==> src/rtl/xtc_pkg.sv <==
package xtc_pkg;
  typedef enum logic [1:0] {
    SEL_LO   = 2'd0,
    SEL_MID  = 2'd1,
    SEL_EXT  = 2'd2,
    SEL_NONE = 2'd3
  } rsel_e;

  localparam int NUM_BYTES  = 3;
  localparam int BASE_BYTES = 2;
endpackage

==> src/rtl/xtc_start_regs.sv <==
module xtc_start_regs
  import xtc_pkg::*;
#(
  parameter int DW = 8
) (
  input  logic                    clk,
  input  logic                    rst,
  input  logic                    wr_en,
  input  rsel_e                   wr_sel,
  input  logic [DW-1:0]           wr_data,
  output logic [NUM_BYTES*DW-1:0] start_q,
  output logic                    ext_written
);
  // one register per start byte lane
  for (genvar g = 0; g < NUM_BYTES; g++) begin : g_lane
    always_ff @(posedge clk) begin
      if (rst)
        start_q[g*DW +: DW] <= '0;
      else if (wr_en && wr_sel == rsel_e'(g))
        start_q[g*DW +: DW] <= wr_data;
    end
  end

  // sticky flag: upper byte written since reset
  always_ff @(posedge clk) begin
    if (rst)
      ext_written <= 1'b0;
    else if (wr_en && wr_sel == SEL_EXT)
      ext_written <= 1'b1;
  end

  assert_written_sticky_R9: assert property (@(posedge clk) disable iff (rst)
    ext_written |=> ext_written);
  assert_written_sets_R9: assert property (@(posedge clk) disable iff (rst)
    (wr_en && wr_sel == SEL_EXT) |=> ext_written);
  assert_lo_write_R2: assert property (@(posedge clk) disable iff (rst)
    (wr_en && wr_sel == SEL_LO) |=> start_q[DW-1:0] == $past(wr_data));
endmodule

==> src/rtl/xtc_count.sv <==
module xtc_count
  import xtc_pkg::*;
#(
  parameter int DW = 8
) (
  input  logic                    clk,
  input  logic                    rst,
  input  logic                    load,
  input  logic                    dec,
  input  logic                    ext_en,
  input  logic [NUM_BYTES*DW-1:0] start_q,
  output logic [NUM_BYTES*DW-1:0] cnt_q,
  output logic                    tc
);
  localparam int CW = NUM_BYTES * DW;
  localparam int BW = BASE_BYTES * DW;

  logic          active_zero;
  logic [CW-1:0] cnt_nxt;
  logic          tc_nxt;

  always_comb begin
    active_zero = ext_en ? (cnt_q == '0) : (cnt_q[BW-1:0] == '0);
    cnt_nxt     = cnt_q;
    if (load) begin
      if (ext_en) cnt_nxt = start_q;
      else        cnt_nxt = {{(CW-BW){1'b0}}, start_q[BW-1:0]};
    end else if (dec && !active_zero) begin
      if (ext_en) cnt_nxt = cnt_q - 1'b1;
      else        cnt_nxt = {cnt_q[CW-1:BW], cnt_q[BW-1:0] - 1'b1};
    end
    tc_nxt = ext_en ? (cnt_nxt == '0) : (cnt_nxt[BW-1:0] == '0);
  end

  always_ff @(posedge clk) begin
    if (rst) begin
      cnt_q <= '0;
      tc    <= 1'b1;
    end else begin
      cnt_q <= cnt_nxt;
      tc    <= tc_nxt;
    end
  end

  assert_load_low_R3: assert property (@(posedge clk) disable iff (rst)
    load |=> cnt_q[BW-1:0] == $past(start_q[BW-1:0]));
  assert_load_short_R3: assert property (@(posedge clk) disable iff (rst)
    (load && !ext_en) |=> cnt_q[CW-1:BW] == '0);
  assert_dec_step_R4: assert property (@(posedge clk) disable iff (rst)
    (dec && !load && !ext_en && cnt_q[BW-1:0] != '0)
    |=> cnt_q[BW-1:0] == BW'($past(cnt_q[BW-1:0]) - 1'b1));
  assert_hold_zero_R5: assert property (@(posedge clk) disable iff (rst)
    (dec && !load && ext_en && cnt_q == '0) |=> cnt_q == '0);
endmodule

==> src/rtl/xtc_readback.sv <==
module xtc_readback
  import xtc_pkg::*;
#(
  parameter int          DW       = 8,
  parameter int          CMDW     = 8,
  parameter logic [CMDW-1:0] NOP_CODE = 8'h80,
  parameter logic [DW-1:0]   ID_CODE  = 8'h5A
) (
  input  logic                    clk,
  input  logic                    rst,
  input  logic                    cmd_valid,
  input  logic [CMDW-1:0]         cmd_code,
  input  logic                    ext_en,
  input  logic                    ext_written,
  input  logic                    rd_en,
  input  rsel_e                   rd_sel,
  input  logic [NUM_BYTES*DW-1:0] cnt_q,
  output logic [DW-1:0]           rd_data
);
  logic          nop_seen;
  logic          id_ok;
  logic [DW-1:0] rd_nxt;

  always_ff @(posedge clk) begin
    if (rst)
      nop_seen <= 1'b0;
    else if (cmd_valid && cmd_code == NOP_CODE)
      nop_seen <= 1'b1;
  end

  always_comb begin
    id_ok = nop_seen && ext_en && !ext_written;
    unique case (rd_sel)
      SEL_LO:  rd_nxt = cnt_q[0*DW +: DW];
      SEL_MID: rd_nxt = cnt_q[1*DW +: DW];
      SEL_EXT: rd_nxt = id_ok ? ID_CODE : cnt_q[2*DW +: DW];
      default: rd_nxt = '0;
    endcase
  end

  always_ff @(posedge clk) begin
    if (rst)
      rd_data <= '0;
    else if (rd_en)
      rd_data <= rd_nxt;
  end

  assert_nop_sticky_R8: assert property (@(posedge clk) disable iff (rst)
    nop_seen |=> nop_seen);
  assert_blocked_id_R9: assert property (@(posedge clk) disable iff (rst)
    (rd_en && rd_sel == SEL_EXT && ext_written) |=> rd_data == $past(cnt_q[2*DW +: DW]));
  assert_disabled_id_R10: assert property (@(posedge clk) disable iff (rst)
    (rd_en && rd_sel == SEL_EXT && !ext_en) |=> rd_data == $past(cnt_q[2*DW +: DW]));
  assert_rd_hold_R11: assert property (@(posedge clk) disable iff (rst)
    !rd_en |=> $stable(rd_data));
endmodule

==> src/rtl/xtc_counter_top.sv <==
module xtc_counter_top
  import xtc_pkg::*;
#(
  parameter int              DW        = 8,
  parameter int              AW        = 4,
  parameter int              CMDW      = 8,
  parameter logic [AW-1:0]   ADDR_LO   = 4'h0,
  parameter logic [AW-1:0]   ADDR_MID  = 4'h1,
  parameter logic [AW-1:0]   ADDR_EXT  = 4'hE,
  parameter logic [CMDW-1:0] NOP_CODE  = 8'h80,
  parameter logic [DW-1:0]   ID_CODE   = 8'h5A
) (
  input  logic            clk,
  input  logic            rst,
  input  logic            ext_en,
  input  logic            wr_en,
  input  logic [AW-1:0]   wr_addr,
  input  logic [DW-1:0]   wr_data,
  input  logic            rd_en,
  input  logic [AW-1:0]   rd_addr,
  output logic [DW-1:0]   rd_data,
  input  logic            cmd_valid,
  input  logic [CMDW-1:0] cmd_code,
  input  logic            dec,
  output logic            tc
);
  localparam int CW = NUM_BYTES * DW;

  function automatic rsel_e decode(input logic [AW-1:0] a);
    if (a == ADDR_LO)       return SEL_LO;
    else if (a == ADDR_MID) return SEL_MID;
    else if (a == ADDR_EXT) return SEL_EXT;
    else                    return SEL_NONE;
  endfunction

  rsel_e         wr_sel, rd_sel;
  logic          load;
  logic          ext_written;
  logic [CW-1:0] start_q;
  logic [CW-1:0] cnt_q;

  always_comb begin
    wr_sel = decode(wr_addr);
    rd_sel = decode(rd_addr);
    load   = cmd_valid && cmd_code[CMDW-1];
  end

  xtc_start_regs #(.DW(DW)) u_start (
    .clk(clk), .rst(rst), .wr_en(wr_en), .wr_sel(wr_sel), .wr_data(wr_data),
    .start_q(start_q), .ext_written(ext_written)
  );

  xtc_count #(.DW(DW)) u_count (
    .clk(clk), .rst(rst), .load(load), .dec(dec), .ext_en(ext_en),
    .start_q(start_q), .cnt_q(cnt_q), .tc(tc)
  );

  xtc_readback #(.DW(DW), .CMDW(CMDW), .NOP_CODE(NOP_CODE), .ID_CODE(ID_CODE)) u_rb (
    .clk(clk), .rst(rst), .cmd_valid(cmd_valid), .cmd_code(cmd_code), .ext_en(ext_en),
    .ext_written(ext_written), .rd_en(rd_en), .rd_sel(rd_sel), .cnt_q(cnt_q),
    .rd_data(rd_data)
  );

  assert_tc_reset_R1: assert property (@(posedge clk)
    $past(rst) |-> (tc && rd_data == '0));
endmodule

==> config.mk <==
export PLATFORM = sky130hd
export DESIGN_NAME = xtc_counter_top
export DESIGN_NICKNAME = d
export VERILOG_FILES = /design/src/rtl/xtc_pkg.sv /design/src/rtl/xtc_start_regs.sv /design/src/rtl/xtc_count.sv /design/src/rtl/xtc_readback.sv /design/src/rtl/xtc_counter_top.sv
export SDC_FILE = /design/constraint.sdc
export NUM_CORES = 1
export LEC_CHECK = 0
export ABC_CLOCK_PERIOD_IN_PS = 4710
export BUFFER_PORTS_ARGS = -buffer_cell sky130_fd_sc_hd__buf_4
export CORE_UTILIZATION = 50
export CTS_BUF_LIST = sky130_fd_sc_hd__clkbuf_16
export DETAILED_ROUTE_END_ITERATION = 8
export PLACE_DENSITY_LB_ADDON = 0.3
export SYNTH_ARGS = -nofsm -noshare
export SYNTH_HDL_FRONTEND = slang
export SYNTH_SLANG_ARGS = --single-unit
==> constraint.sdc <==
create_clock -name clk -period 4.71 [get_ports clk]
set_clock_uncertainty 0.1 [all_clocks]
set_input_delay 0.2355 -clock clk [delete_from_list [all_inputs] [get_ports clk]]
set_output_delay 0.2355 -clock clk [all_outputs]
set_load 0.01 [all_outputs]
-- Word-level counts from Yosys, hierarchy flattened
Index checks and enable logic that the tools add are counted.
- input port bits: 31
- bits in registers: 59
- word-level logic and storage cells: 51
- output and inout bits: 9
- reduce and logical (&&, ||, !) cells: 18
- multiplexer cells: 14
- eq/ne operators: 9
- add/sub/neg operators: 2
- operators with widths (kind ; count):
    $mux W24 ; 4
    $logic_not A24 Y1 ; 2
    $logic_not A16 Y1 ; 2
    $pmux W8 S3 ; 1
    $sub A24 B1 Y24 const B ; 1
    $sub A16 B1 Y16 const B ; 1
    $eq A4 B1 Y1 const B ; 2
    $eq A4 B4 Y1 const B ; 2
    $eq A8 B8 Y1 const B ; 1
    $logic_and A1 B1 Y1 ; 8
    $logic_not A4 Y1 ; 2
    $mux W2 ; 4
    $mux W8 ; 1
    $eq A2 B1 Y1 const B ; 2
    $eq A2 B2 Y1 const B ; 2
    $logic_not A2 Y1 ; 2
    $mux W1 ; 4
    $logic_not A1 Y1 ; 2

-- Logic depth before layout (Yosys ltp)
Gate-level depths: netlist (run 1).
- word-level depth: 8
- depth in mapped cells: 10
- gate-level depth less buffers: 10

-- Modules after synthesis
Synthesis (run 1) repeated with hierarchy kept, for this count alone.
- cells, all modules: 368
- area, all modules: 3284.4 um2
- modules (own cells, without submodules) (module ; instances ; area an instance (um2) ; cells each ; sequential area each (um2)):
    xtc_count ; 1 ; 1686.6 ; 213 ; 500.5
    xtc_start_regs ; 1 ; 1028.5 ; 94 ; 500.5
    xtc_readback ; 1 ; 515.5 ; 54 ; 180.2
    xtc_counter_top ; 1 ; 53.8 ; 7 ; 0.0

-- Worst setup path after synthesis (run 1)
OpenSTA, ideal clock, no wires.
- path type: register to register
- from: register u_count.cnt_q[0]
- to: register u_count.tc
- buffers on the path: 0
- data required time: 4.550 ns
- arrival: 3.138 ns
- setup time: 0.060 ns
- cell stages (with the launch flop): 11
- path slack: 1.412 ns
- cell sequence: dfxtp_1 -> inv_1 -> ha_1 -> or4bb_1 -> or4b_2 -> a211oi_1 -> xnor2_1 -> a21oi_1 -> or4_1 -> o41ai_1 -> a41o_1
- longest elaborated chain between the ends: 8
- elaborated cells on any way between the ends: 13
- RTL lines (what ; RTL line ; source):
    from (decl) ; xtc_count.sv:12 ; output logic [NUM_BYTES*DW-1:0] cnt_q,
    from (signal assigned) ; xtc_count.sv:40 ; cnt_q <= cnt_nxt;
    parallel branches: the longest is 4 deep, another holds $sub A24 B1 Y24 ; - ;
    $mux W24 * ; xtc_count.sv:28 ; end else if (dec && !active_zero) begin
    $mux W24 * ; xtc_count.sv:25 ; if (load) begin
    $logic_not A24 Y1 / $logic_not A16 Y1 (equally long branches) ; xtc_count.sv:32 ; tc_nxt = ext_en ? (cnt_nxt == '0) : (cnt_nxt[BW-1:0] == '0);
    $mux W1 * ; xtc_count.sv:32 ;
    to (signal assigned) ; xtc_count.sv:41 ; tc <= tc_nxt;
    to (decl) ; xtc_count.sv:13 ; output logic tc
Mark *: on every way between the ends.
A chain may end at the register's enable or synchronous reset.

-- Worst setup path after layout (run 1)
Same ends and word-level chain as after synthesis.

==> out/results.tsv, run 1 <==
stage	metric	value	unit
status	status	completed	
drt	DRC violations left	0	
sta	worst relative slew slack	20.8	%
hold_path	hold depth	3	
setup_path	WP data required	4.88	ns
cells_and_area	fin util	62.0	%
die	Rows	28	
synth	Yosys warning count	0	
drt	wire length per cell	16.8	µm
cts	TritonCTS buffer count	9	
setup_path	crit-path max FO	4	
synth	Seq/Total Area, Yosys	37.8	%
die	starting density of the core	52.2	%
drt	first drt pass iteration count	5	
power_and_ir_drop	peak supply drop	0.000256	V
cts	Post-CTS Hold Buffers	0	
setup_path	Setup Crit Path Kind	flip-flop to flip-flop	
place	IO buf count	39	
cells_and_area	final non-filler cell total	478	
synth	Async S/R FF share, synth	0	%
cells_and_area	Fillers	551	
setup_path	CP bufs+invs	1	
cts	root buffer cell	clkbuf_16	
setup_path	FF-to-FF path depth	10	
synth	syn nets	403	
cts	htree depth	3	
grt	first-pass GRT wire length	12800	µm
sta	FMAX	277	MHz
synth	Post-synth EDFFs	0	
drt	Post-Route WL	8040	µm
run	max-cap viol count	0	
synth	Yosys reg bits	59	
synth	count of cell types in the netlist	56	
cells_and_area	Layout Area Growth over Synthesis	18.9	%
synth	Post-Syn Area	3130	µm²
cells_and_area	nets	432	
cts	CTS tree	yes	
setup_path	crit-path cells	inv_1 > ha_1 > or4bb_1 > or4b_2 > a211oi_1 > xnor2_1 > a21oi_1 > or4_1 > o41ai_1 > a41o_1	
grt	pin count of the biggest net entering global routing	60	
setup_path	slowest stage delay, CP	0.63	ns
drt	antenna-violating nets left	0	
setup_path	RR Startpoint	u_count.cnt_q[0]	
sta	Setup Total Neg Slack	0	ns
synth	Syn Inst Count	370	
cells_and_area	multi-input logic area	1830	µm²
sta	Tmin final	3.61	ns
power_and_ir_drop	pwr dens	430	nW/µm²
die	Die ar.	6570	µm²
setup_path	crit start category	flip-flop	
place	RePlAce Congestion	0.893	
grt	total grt overflow	0	
die	Core ar.	5990	µm²
setup_path	slowest CP cell	or4b_2	
setup_path	setup slack, reg-to-reg	1.10	ns
cts	Post-CTS Setup Inserts	0	
grt	vias in the first global route	2573	
sta	Max Slew Vio Count	0	
sta	Fin. Hold Viols	0	
cts	clk sink count	59	
drt	Vias/cell	5.99	
setup_path	Worst setup startpoint	u_count.cnt_q[0]	
cells_and_area	Ant. Diodes	0	
synth	Synth Area per Inst	8.45	µm²
cts	clock buffer depth	2	
hold_path	HP Class	primary input to flip-flop	
cts	CTS clk-pin slew, worst paths	0.05	ns
sta	RSZ-0062 raised after global routing	false	
place	placed insts	463	
hold_path	Hold EP	u_start.start_q[5]	
grt	initial antenna violation count	0	
place	HPWL after DPL	5540	µm
die	chip width	81.1	µm
cts	Skew-Pair Late Insertion Delay	0.33	ns
setup_path	crit path capture type	flip-flop	
sta	Final setup viols	0	
setup_path	WP data arrival	3.78	ns
setup_path	reg2reg end	u_count.tc	
cts	Post-CTS Resized	0	
sta	part of the cycle the worst path needs	76.7	%
die	DIE HEIGHT	81.1	µm
setup_path	CP top delay family	simple AND/OR/NAND/NOR gates	
power_and_ir_drop	Leak	0.00148	µW
grt	all-layer global routing usage	26.5	%
drt	Vias	2862	
hold_path	Hold Startpoint	wr_data[5]	
drt	Initial DRC Count	303	
cells_and_area	sequential cell area	1180	µm²
cells_and_area	fraction of layout cells with a size suffix above 1	17.1	%
die	I/O Pins	40	
synth	ys flop type	dfxtp_1	
sta	Worst Max-Slew Pin Slew	1.18	ns
Yosys cell counts (2+ instances only):
master	instances	share of area, %
o31a_1	2	0.56
xor2_1	2	0.56
or4b_1	3	0.96
nand2b_1	2	0.40
nor2_1	74	8.9
o21ai_2	2	0.56
dfxtp_1	59	38
buf_6	3	1.1
o31ai_1	3	0.72
xnor2_1	12	3.4
ha_1	2	0.80
clkbuf_1	16	1.9
a2111oi_2	2	0.96
a211oi_1	5	1.2
nand3_1	4	0.64
o21ai_0	11	1.8
a21oi_1	19	3.0
o211ai_1	2	0.48
o41ai_1	3	0.84
a31o_1	2	0.56
a31oi_1	5	1.0
mux2i_1	34	11
or4_1	4	0.96
nor3_1	9	1.4
o221ai_1	4	1.1
nand2_1	29	3.5
or3_1	4	0.80
nor2b_1	12	2.4
nor4_1	8	1.6
inv_1	4	0.48
and2_1	2	0.40
or4_4	3	1.1
worst max path at each step:
stage | cells past startpoint | slack [ns] | to
finish | 10 | 1.10 | u_count.tc
global route | 10 | 0.94 | u_count.tc
CTS | 10 | 1.12 | u_count.tc
detailed placement | 10 | 1.17 | u_count.tc
global placement | 10 | 1.25 | u_count.tc
floorplan | 10 | 1.41 | u_count.tc
logic make-up (layout without fill, tap and decap cells):
| family | after synthesis | in the layout | share of synthesized area (%) |
|---|---|---|---|
| simple gates | 169 | 169 | 27.6 |
| buf+inv | 25 | 58 | 3.76 |
| compound gates | 67 | 67 | 15.3 |
| fa+ha+maj | 2 | 2 | 0.801 |
| mux | 34 | 34 | 10.9 |
| flops | 59 | 59 | 37.8 |
| xor+xnor | 14 | 14 | 3.92 |
placed cells by master (no fill, tap or decap), types with 5 or more instances in the layout:
| master | instances |
|---|---|
| nor2_1 | 74 |
| xnor2_1 | 12 |
| dfxtp_1 | 59 |
| a211oi_1 | 5 |
| a31oi_1 | 5 |
| mux2i_1 | 34 |
| nand2_1 | 29 |
| buf_4 | 39 |
| a21oi_1 | 19 |
| nor2b_1 | 12 |
| clkbuf_16 | 9 |
| o21ai_0 | 11 |
| nor3_1 | 9 |
| nor4_1 | 8 |
layer usage:
layer	wire, µm	global-route usage, %	vias to the layer above
met3	623	8.54	21
met2	3700	40.8	135
li1	-	-	1380
met4	200	11.4	0
met1	3520	34.0	1326
met5	0	0	-
per-stage QoR:
step / hold WS [ns] / total power (µW) / setup WS, ns / area [µm²]
floorplan: 0.279 / 831 / 1.41 / 3130
global placement: 0.354 / 910 / 1.25 / 3410
detailed placement: 0.364 / 911 / 1.17 / 3410
CTS: 0.0605 / 1600 / 1.12 / 3720
global route: 0.0760 / 1660 / 0.937 / 3720
finish: 0.0666 / 1600 / 1.10 / 3720
report_power, final:
group / internal [µW] / switching [µW] / leakage, µW
sequential: 529 / 40.8 / 0.000481
clock: 456 / 226 / 0.000150
combinational: 147 / 200 / 0.000846
tightest hold or removal path, cell delays in order:
cell	delay (ns)
buf_4	0.09
mux2i_1	0.06
nor2_1	0.07
layout make-up:
type / instances / area share (%)
Clock buffer: 9 / 6.06
Clock inverter: 6 / 2.19
Inverter: 4 / 0.404
Multi-Input combinational cell: 286 / 49.2
Sequential cell: 59 / 31.8
Tap cell: 75 / 2.53
Timing Repair Buffer: 39 / 7.88
registers in the layout, summed over array words and instances, names as in the netlist:
signal               flops
u_rb.nop_seen            1
u_rb.rd_data             8
u_start.ext_written      1
u_count.tc               1
u_count.cnt_q           24
u_start.start_q         24
(Power assumes the default switching activity.)
==> run 2, diff against run 1 <==
--- a/config.mk
+++ b/config.mk
@@ -5,7 +5,8 @@
 export SDC_FILE = /design/constraint.sdc
 export NUM_CORES = 1
 export LEC_CHECK = 0
-export ABC_CLOCK_PERIOD_IN_PS = 4710
+export ABC_AREA = 1
+export ABC_CLOCK_PERIOD_IN_PS = 3300
 export BUFFER_PORTS_ARGS = -buffer_cell sky130_fd_sc_hd__buf_4
 export CORE_UTILIZATION = 50
 export CTS_BUF_LIST = sky130_fd_sc_hd__clkbuf_16
==> constraint.sdc (replaced) <==
create_clock -name clk -period 3.3 [get_ports clk]
set_clock_uncertainty 0.1 [all_clocks]
set_input_delay 0.165 -clock clk [delete_from_list [all_inputs] [get_ports clk]]
set_output_delay 0.165 -clock clk [all_outputs]
set_load 0.01 [all_outputs]
==> run 2 against run 1 <==
  * The flow now finishes with violations (design-rule violations)
  * Critical endpoint unchanged
  * Setup slack got worse by 0.17 ns
  * Sequential share of layout area fell by 1.7 points
  * Non-clock buffer count rose by 1
  * Sequential cell count did not move
  * Die area rose by 7.0%
  * Final cell count rose by 34%
  * Synthesized cell count rose by 42%
  * Hold slack got worse by 0.040 ns
  * Largest power group unchanged
  * Core utilization fell by 0.84 points
  * Routed wire length rose by 11%
  * Sequential power rose by 39%
==> out/results.tsv, run 2 <==
stage	metric	value	unit	change
setup_path	crit start category	flip-flop		unchanged
cts	clock buffer depth	2		unchanged
cells_and_area	fraction of layout cells with a size suffix above 1	13.0	%	was 17.1%
synth	Area contributors post-synth	dfxtp_1 35%, nand2_1 15%, nor2_1 8.6%		was dfxtp_1 38%, mux2i_1 11%, nor2_1 8.9%
run	max-cap viol count	0		unchanged
drt	DRC violations left	4		was 0
status	failing checks	design-rule violations		
place	Placed Area	3650	µm²	was 3410 µm²
synth	ys flop type	dfxtp_1		unchanged
grt	initial antenna violation count	0		unchanged
synth	count of cell types in the netlist	27		was 56
sta	Setup Total Neg Slack	0	ns	unchanged
sta	worst relative slew slack	39.3	%	was 20.8%
setup_path	crit path capture type	flip-flop		unchanged
place	RePlAce Congestion	0.966		was 0.893
cts	htree depth	3		unchanged
power_and_ir_drop	Leak	0.00175	µW	was 0.00148 µW
drt	Post-Route WL	8900	µm	was 8040 µm
sta	Final setup viols	0		unchanged
synth	syn nets	558		was 403
synth	Synth Area per Inst	6.38	µm²	was 8.45 µm²
synth	Syn Inst Count	525		was 370
setup_path	reg2reg end	u_count.tc		unchanged
cells_and_area	commonest non-fill, non-tap cell in the layout	nand2_1		was nor2_1
drt	first drt pass iteration count	7		was 5
place	HPWL after DPL	6660	µm	was 5540 µm
cells_and_area	Ant. Diodes	0		unchanged
hold_path	HP Class	primary input to flip-flop		unchanged
cells_and_area	biggest regs	u_count.cnt_q (24), u_start.start_q (24), u_rb.rd_data (8)		unchanged
cells_and_area	nets	591		was 432
cts	clk sink count	59		unchanged
sta	Fin. Hold Viols	0		unchanged
cts	root buffer cell	clkbuf_16		unchanged
synth	synth cell count leaders	133 x nand2_1, 77 x nor2_1, 59 x dfxtp_1		was 74 x nor2_1, 59 x dfxtp_1, 34 x mux2i_1
setup_path	WP data required	3.46	ns	was 4.88 ns
grt	vias in the first global route	3167		was 2573
sta	FMAX	422	MHz	was 277 MHz
cells_and_area	Layout Area Growth over Synthesis	17.3	%	was 18.9%
synth	Post-synth EDFFs	0		unchanged
sta	Worst Max-Slew Pin Slew	0.903	ns	was 1.18 ns
cts	Post-CTS Setup Inserts	0		unchanged
drt	Vias	3495		was 2862
die	I/O Pins	40		unchanged
sta	RSZ-0062 raised after global routing	false		unchanged
drt	wire length per cell	13.9	µm	was 16.8 µm
cts	CTS tree	yes		unchanged
synth	top-count cell post-synth	nand2_1		was nor2_1
cells_and_area	Fillers	612		was 551
cells_and_area	commonest non-fill, non-tap cells in the layout	133 x nand2_1, 77 x nor2_1, 59 x dfxtp_1		was 74 x nor2_1, 59 x dfxtp_1, 39 x buf_4
cts	TritonCTS buffer count	9		unchanged
die	chip width	83.8	µm	was 81.1 µm
hold_path	Hold Startpoint	cmd_code[2]		was wr_data[5]
cells_and_area	final instance area	3930	µm²	was 3720 µm²
die	starting density of the core	52.2	%	about the same
die	Rows	29		was 28
hold_path	Hold EP	u_rb.nop_seen		was u_start.start_q[5]
sta	Tmin final	2.37	ns	was 3.61 ns
setup_path	Setup Crit Path Kind	flip-flop to flip-flop		unchanged
setup_path	crit-path max FO	14		was 4
grt	all-layer global routing usage	26.5	%	about the same
synth	Async S/R FF share, synth	0	%	unchanged
setup_path	RR Startpoint	u_count.cnt_q[19]		was u_count.cnt_q[0]
drt	antenna-violating nets left	0		unchanged
sta	part of the cycle the worst path needs	71.8	%	was 76.7%
cts	Post-CTS Resized	0		unchanged
status	status	finished, violations left		was completed
cts	Skew-Pair Late Insertion Delay	0.32	ns	was 0.33 ns
cts	Post-CTS Hold Buffers	0		unchanged
grt	pin count of the biggest net entering global routing	36		was 60
grt	first-pass GRT wire length	14400	µm	was 12800 µm
setup_path	WP data arrival	2.53	ns	was 3.78 ns
synth	largest area contributor in the netlist	dfxtp_1		unchanged
drt	Initial DRC Count	187		was 303
sta	Max Slew Vio Count	0		unchanged
synth	Synth top area share	35.3	%	was 37.8%
die	Core ar.	6420	µm²	was 5990 µm²
synth	Yosys reg bits	59		unchanged
power_and_ir_drop	peak supply drop	0.000343	V	was 0.000256 V
synth	Seq/Total Area, Yosys	35.3	%	was 37.8%
grt	total grt overflow	0		unchanged
power_and_ir_drop	pwr dens	552	nW/µm²	was 430 nW/µm²
cts	CTS clk-pin slew, worst paths	0.05	ns	about the same
place	IO buf count	39		unchanged
hold_path	hold depth	4		was 3
drt	Vias/cell	5.47		was 5.99
die	DIE HEIGHT	83.8	µm	was 81.1 µm
synth	Yosys warning count	0		unchanged
setup_path	FF-to-FF path depth	14		was 10
die	Die ar.	7030	µm²	was 6570 µm²
setup_path	setup slack, reg-to-reg	0.93	ns	was 1.10 ns
synth	Post-Syn Area	3350	µm²	was 3130 µm²
==> run 2: changes by cell type after synthesis, moves of 12 or more <==
| cell | delta |
|---|---|
| a21oi_1 | +18 |
| inv_1 | +50 |
| mux2i_1 | -34 |
| nand2_1 | +104 |
| nand3_1 | +44 |
| nor2b_1 | -12 |
| o21ai_0 | +18 |
| xnor2_1 | -12 |
==> run 2: worst max path at each step <==
stage	from	endpoint	slack [ns]	cells after the start
after floorplan	u_count.cnt_q[0]	u_count.tc	1.41	14
after global placement	u_count.cnt_q[0]	u_count.tc	1.03	14
after detailed placement	u_count.cnt_q[0]	u_count.tc	1.0	15
after CTS	u_count.cnt_q[1]	u_count.tc	0.96	15
after global routing	u_count.cnt_q[19]	u_count.tc	0.72	14
final	u_count.cnt_q[19]	u_count.tc	0.93	14
==> run 2: area by class of cell <==
cell class              instances  area [µm²]  area share (%)
clock buffers                   9         225            5.73
clock inverters                 6        57.6            1.46
inverters                      56         210            5.35
multi-input cells             392        1860            47.3
flip-flops and latches         59        1180            30.1
well taps                      77        96.3            2.45
repair buffers                 40         300            7.64
==> run 2: kinds of logic (layout without fill, tap and decap cells) <==
| family | after synthesis | in the layout | share of synthesized area (%) |
|---|---|---|---|
| fa+ha+maj | 2 | 2 | 0.747 |
| xor+xnor | 9 | 9 | 2.35 |
| compound gates | 86 | 86 | 13.8 |
| buf+inv | 74 | 111 | 9.23 |
| flops | 59 | 59 | 35.3 |
| simple gates | 295 | 295 | 38.6 |
==> run 2: report_power, final <==
group / internal, µW / leakage [µW] / switching [µW]
sequential: 747 / 0.000479 / 45.1
clock: 572 / 0.000132 / 316
combinational: 172 / 0.00113 / 317
==> run 2: metrics by stage <==
stage / setup slack, ns / hold WS [ns] / instances / util, % / total power (µW)
detailed placement: 0.997 / 0.338 / 624 / 56.8 / 1280
floorplan: 1.41 / 0.232 / 525 / - / 1170
global placement: 1.03 / 0.334 / 624 / 56.8 / 1280
finish: 0.929 / 0.0266 / 639 / 61.2 / 2170
global route: 0.717 / 0.0532 / 639 / 61.2 / 2270
CTS: 0.960 / 0.0144 / 639 / 61.2 / 2170
==> run 2: layer usage <==
layer / up-vias / global-route usage (%) / part of all wire, % / routed length (µm)
li1: 1770 / - / - / -
met3: 33 / 6.13 / 6.1 / 544
met1: 1556 / 32.8 / 45 / 3980
met5: - / 0 / 0 / 0
met4: 0 / 13.8 / 3.6 / 320
met2: 136 / 42.9 / 46 / 4060
==> run 2: critical path, stage by stage, from the launching register on <==
cell and delay, ns:
dfxtp_1 0.42, nor2_1 0.11, nand2_1 0.10, nor2_1 0.06, nor2_1 0.18, nor2_2 0.06, nor2_2 0.51, nand3_1 0.14
nand3_1 0.15, nand2_1 0.06, nor2_1 0.10, nand2_1 0.06, o21ai_1 0.15, nand2_1 0.07, nand2_1 0.05
==> run 3, diff against run 2 <==
--- a/config.mk
+++ b/config.mk
@@ -6,7 +6,7 @@
 export NUM_CORES = 1
 export LEC_CHECK = 0
 export ABC_AREA = 1
-export ABC_CLOCK_PERIOD_IN_PS = 3300
+export ABC_CLOCK_PERIOD_IN_PS = 2400
 export BUFFER_PORTS_ARGS = -buffer_cell sky130_fd_sc_hd__buf_4
 export CORE_UTILIZATION = 50
 export CTS_BUF_LIST = sky130_fd_sc_hd__clkbuf_16
==> constraint.sdc (replaced) <==
create_clock -name clk -period 2.4 [get_ports clk]
set_clock_uncertainty 0.1 [all_clocks]
set_input_delay 0.12 -clock clk [delete_from_list [all_inputs] [get_ports clk]]
set_output_delay 0.12 -clock clk [all_outputs]
set_load 0.01 [all_outputs]
==> run 3 against run 2 <==
  * Combinational power grew 49%
  * Clock-buffer cell count unchanged
  * Die area unchanged
  * Sequential share of layout area shrank 0.99 points
  * Routed wire length rose by 2.0%
  * Sequential cell count did not move
  * Critical endpoint unchanged
  * Critical path type unchanged
  * The flow finishes with violations (design-rule violations, negative hold slack)
  * Register-to-register slack worse by 0.72 ns
  * Core utilization up 2.1 points
==> out/results.tsv, run 3 (synthesis gave the netlist of run 2 again) <==
stage	metric	value	unit	change
die	starting density of the core	52.2	%	unchanged
cells_and_area	final non-filler cell total	653		was 639
sta	Setup Total Neg Slack	0	ns	unchanged
sta	Fin Hold WS	-0.0129	ns	was 0.0266 ns
cts	root buffer cell	clkbuf_16		unchanged
run	max-cap viol count	0		unchanged
drt	Post-Route WL	9080	µm	was 8900 µm
sta	Final setup viols	0		unchanged
place	placed insts	632		was 624
die	Core ar.	6420	µm²	unchanged
grt	all-layer global routing usage	26.8	%	was 26.5%
setup_path	CP bufs+invs	1		was 0
cells_and_area	commonest non-fill, non-tap cell in the layout	nand2_1		unchanged
drt	Initial DRC Count	270		was 187
setup_path	slowest CP cell	dfxtp_1		was nor2_2
sta	Max Slew Vio Count	0		unchanged
power_and_ir_drop	Leak	0.00181	µW	was 0.00175 µW
cells_and_area	multi-input logic area	1900	µm²	was 1860 µm²
drt	first drt pass iteration count	7		unchanged
cts	clk sink count	59		unchanged
sta	Fin. Hold Viols	1		was 0
die	Rows	29		unchanged
cells_and_area	sequential cell area	1180	µm²	unchanged
die	I/O Pins	40		unchanged
cts	htree depth	3		unchanged
setup_path	crit start category	flip-flop		unchanged
setup_path	WP data arrival	2.35	ns	was 2.53 ns
place	HPWL after DPL	6880	µm	was 6660 µm
setup_path	crit-path cells	buf_4 > nor2_1 > nand2_1 > nor2_4 > nand2_1 > nor2_2 > nand4_1 > nand3_1 > nand2_1 > nor2_1 > nand2_1 > o21ai_2 > nand2_1 > nand2_1		was nor2_1 > nand2_1 > nor2_1 > nor2_1 > nor2_2 > nor2_2 > nand3_1 > nand3_1 > nand2_1 > nor2_1 > nand2_1 > o21ai_1 > nand2_1 > nand2_1
power_and_ir_drop	peak supply drop	0.000404	V	was 0.000343 V
cells_and_area	Fillers	600		was 612
cells_and_area	biggest regs	u_count.cnt_q (24), u_start.start_q (24), u_rb.rd_data (8)		unchanged
cts	TritonCTS buffer count	9		unchanged
cts	Post-CTS Setup Inserts	0		unchanged
grt	first-pass GRT wire length	14700	µm	was 14400 µm
place	RePlAce Congestion	0.898		was 0.966
sta	FMAX	457	MHz	was 422 MHz
setup_path	Setup Crit Path Kind	flip-flop to flip-flop		unchanged
grt	met1 Use GR	33.6	%	was 32.8%
setup_path	crit path capture type	flip-flop		unchanged
cts	Skew-Pair Late Insertion Delay	0.33	ns	was 0.32 ns
hold_path	HP Class	primary input to flip-flop		unchanged
sta	part of the cycle the worst path needs	91.2	%	was 71.8%
cts	clock buffer depth	2		unchanged
cells_and_area	Layout Area Growth over Synthesis	21.3	%	was 17.3%
sta	worst relative slew slack	57.9	%	was 39.3%
place	Placed Area	3710	µm²	was 3650 µm²
drt	Vias	3499		was 3495
drt	wire length per cell	13.9	µm	about the same
power_and_ir_drop	pwr dens	721	nW/µm²	was 552 nW/µm²
grt	busiest layer in global routing	met2		unchanged
setup_path	CP top delay family	simple AND/OR/NAND/NOR gates		unchanged
cells_and_area	Ant. Diodes	0		unchanged
setup_path	crit-path max FO	4		was 14
grt	met2 GRT Util	45.3	%	was 42.9%
setup_path	most used cell, CP	nand2_1		unchanged
drt	DRC violations left	4		unchanged
sta	Tmin final	2.19	ns	was 2.37 ns
cells_and_area	final instance area	4060	µm²	was 3930 µm²
setup_path	slowest stage delay, CP	0.31	ns	was 0.51 ns
cells_and_area	nets	604		was 591
place	IO buf count	39		unchanged
grt	initial antenna violation count	0		unchanged
die	Die ar.	7030	µm²	unchanged
grt	total grt overflow	0		unchanged
drt	antenna-violating nets left	0		unchanged
grt	pin count of the biggest net entering global routing	36		unchanged
die	chip width	83.8	µm	unchanged
status	status	finished, violations left		unchanged
sta	Worst Max-Slew Pin Slew	0.626	ns	was 0.903 ns
die	DIE HEIGHT	83.8	µm	unchanged
drt	Vias/cell	5.36		was 5.47
cells_and_area	fraction of layout cells with a size suffix above 1	15.1	%	was 13.0%
setup_path	WP data required	2.56	ns	was 3.46 ns
grt	met3 Use GR	4.55	%	was 6.13%
grt	vias in the first global route	3123		was 3167
cells_and_area	commonest non-fill, non-tap cells in the layout	133 x nand2_1, 75 x nor2_1, 59 x dfxtp_1		was 133 x nand2_1, 77 x nor2_1, 59 x dfxtp_1
cts	CTS clk-pin slew, worst paths	0.05	ns	about the same
status	failing checks	design-rule violations, negative hold slack		was design-rule violations
cts	CTS tree	yes		unchanged
-- run 3: worst register-to-register path, stage by stage, from the launching register on --
cell	delay (ns)
dfxtp_1	0.31
buf_4	0.15
nor2_1	0.18
nand2_1	0.14
nor2_4	0.16
nand2_1	0.16
nor2_2	0.14
nand4_1	0.09
nand3_1	0.13
nand2_1	0.06
nor2_1	0.11
nand2_1	0.08
o21ai_2	0.19
nand2_1	0.08
nand2_1	0.05
-- run 3: path summary, 6_finish.rpt --
path	end	depth (start not counted)	start	slack, ns
worst max register to register	u_count.tc	14	u_count.cnt_q[4]	0.21
worst max-delay path	u_count.tc	14	u_count.cnt_q[4]	0.21
worst min-delay path	u_start.start_q[17]	3	wr_data[1]	-0.01
worst min register to register	u_start.start_q[12]	2	u_start.start_q[12]	0.35
-- run 3: cell type report --
| class | count | share of cell area (%) |
|---|---|---|
| Inverter | 56 | 5.17 |
| Sequential cell | 59 | 29.1 |
| Multi-Input combinational cell | 392 | 46.8 |
| Clock buffer | 9 | 5.54 |
| Clock inverter | 7 | 0.924 |
| Tap cell | 77 | 2.37 |
| Timing Repair Buffer | 53 | 10.1 |
-- run 3: power breakdown --
group	switching [µW]	internal (µW)
combinational	466	263
clock	438	683
sequential	52.8	1030
-- run 3: what timing repair did --
| item | in CTS | in global routing |
|---|---|---|
| resized for setup | 1 | 9 |
| endpoints found under the setup margin | 1 | 1 |
| hold buffers | 5 | 0 |
| hold endpoints to repair | 3 | 0 |
-- run 3: metrics by stage --
step,setup slack [ns],total power (µW),util (%)
final,0.210,2930,63.3
after global routing,-0.000881,3080,63.3
after CTS,0.0562,2900,62.7
after detailed placement,0.0230,1780,57.7
after global placement,0.0548,1770,57.7
after floorplan,0.514,1600,-
-- run 3: routing by layer --
| layer | share of wire [%] | up-vias |
|---|---|---|
| met5 | 0 | - |
| met1 | 44 | 1556 |
| met2 | 47 | 131 |
| li1 | - | 1791 |
| met4 | 2.3 | 0 |
| met3 | 6.2 | 21 |
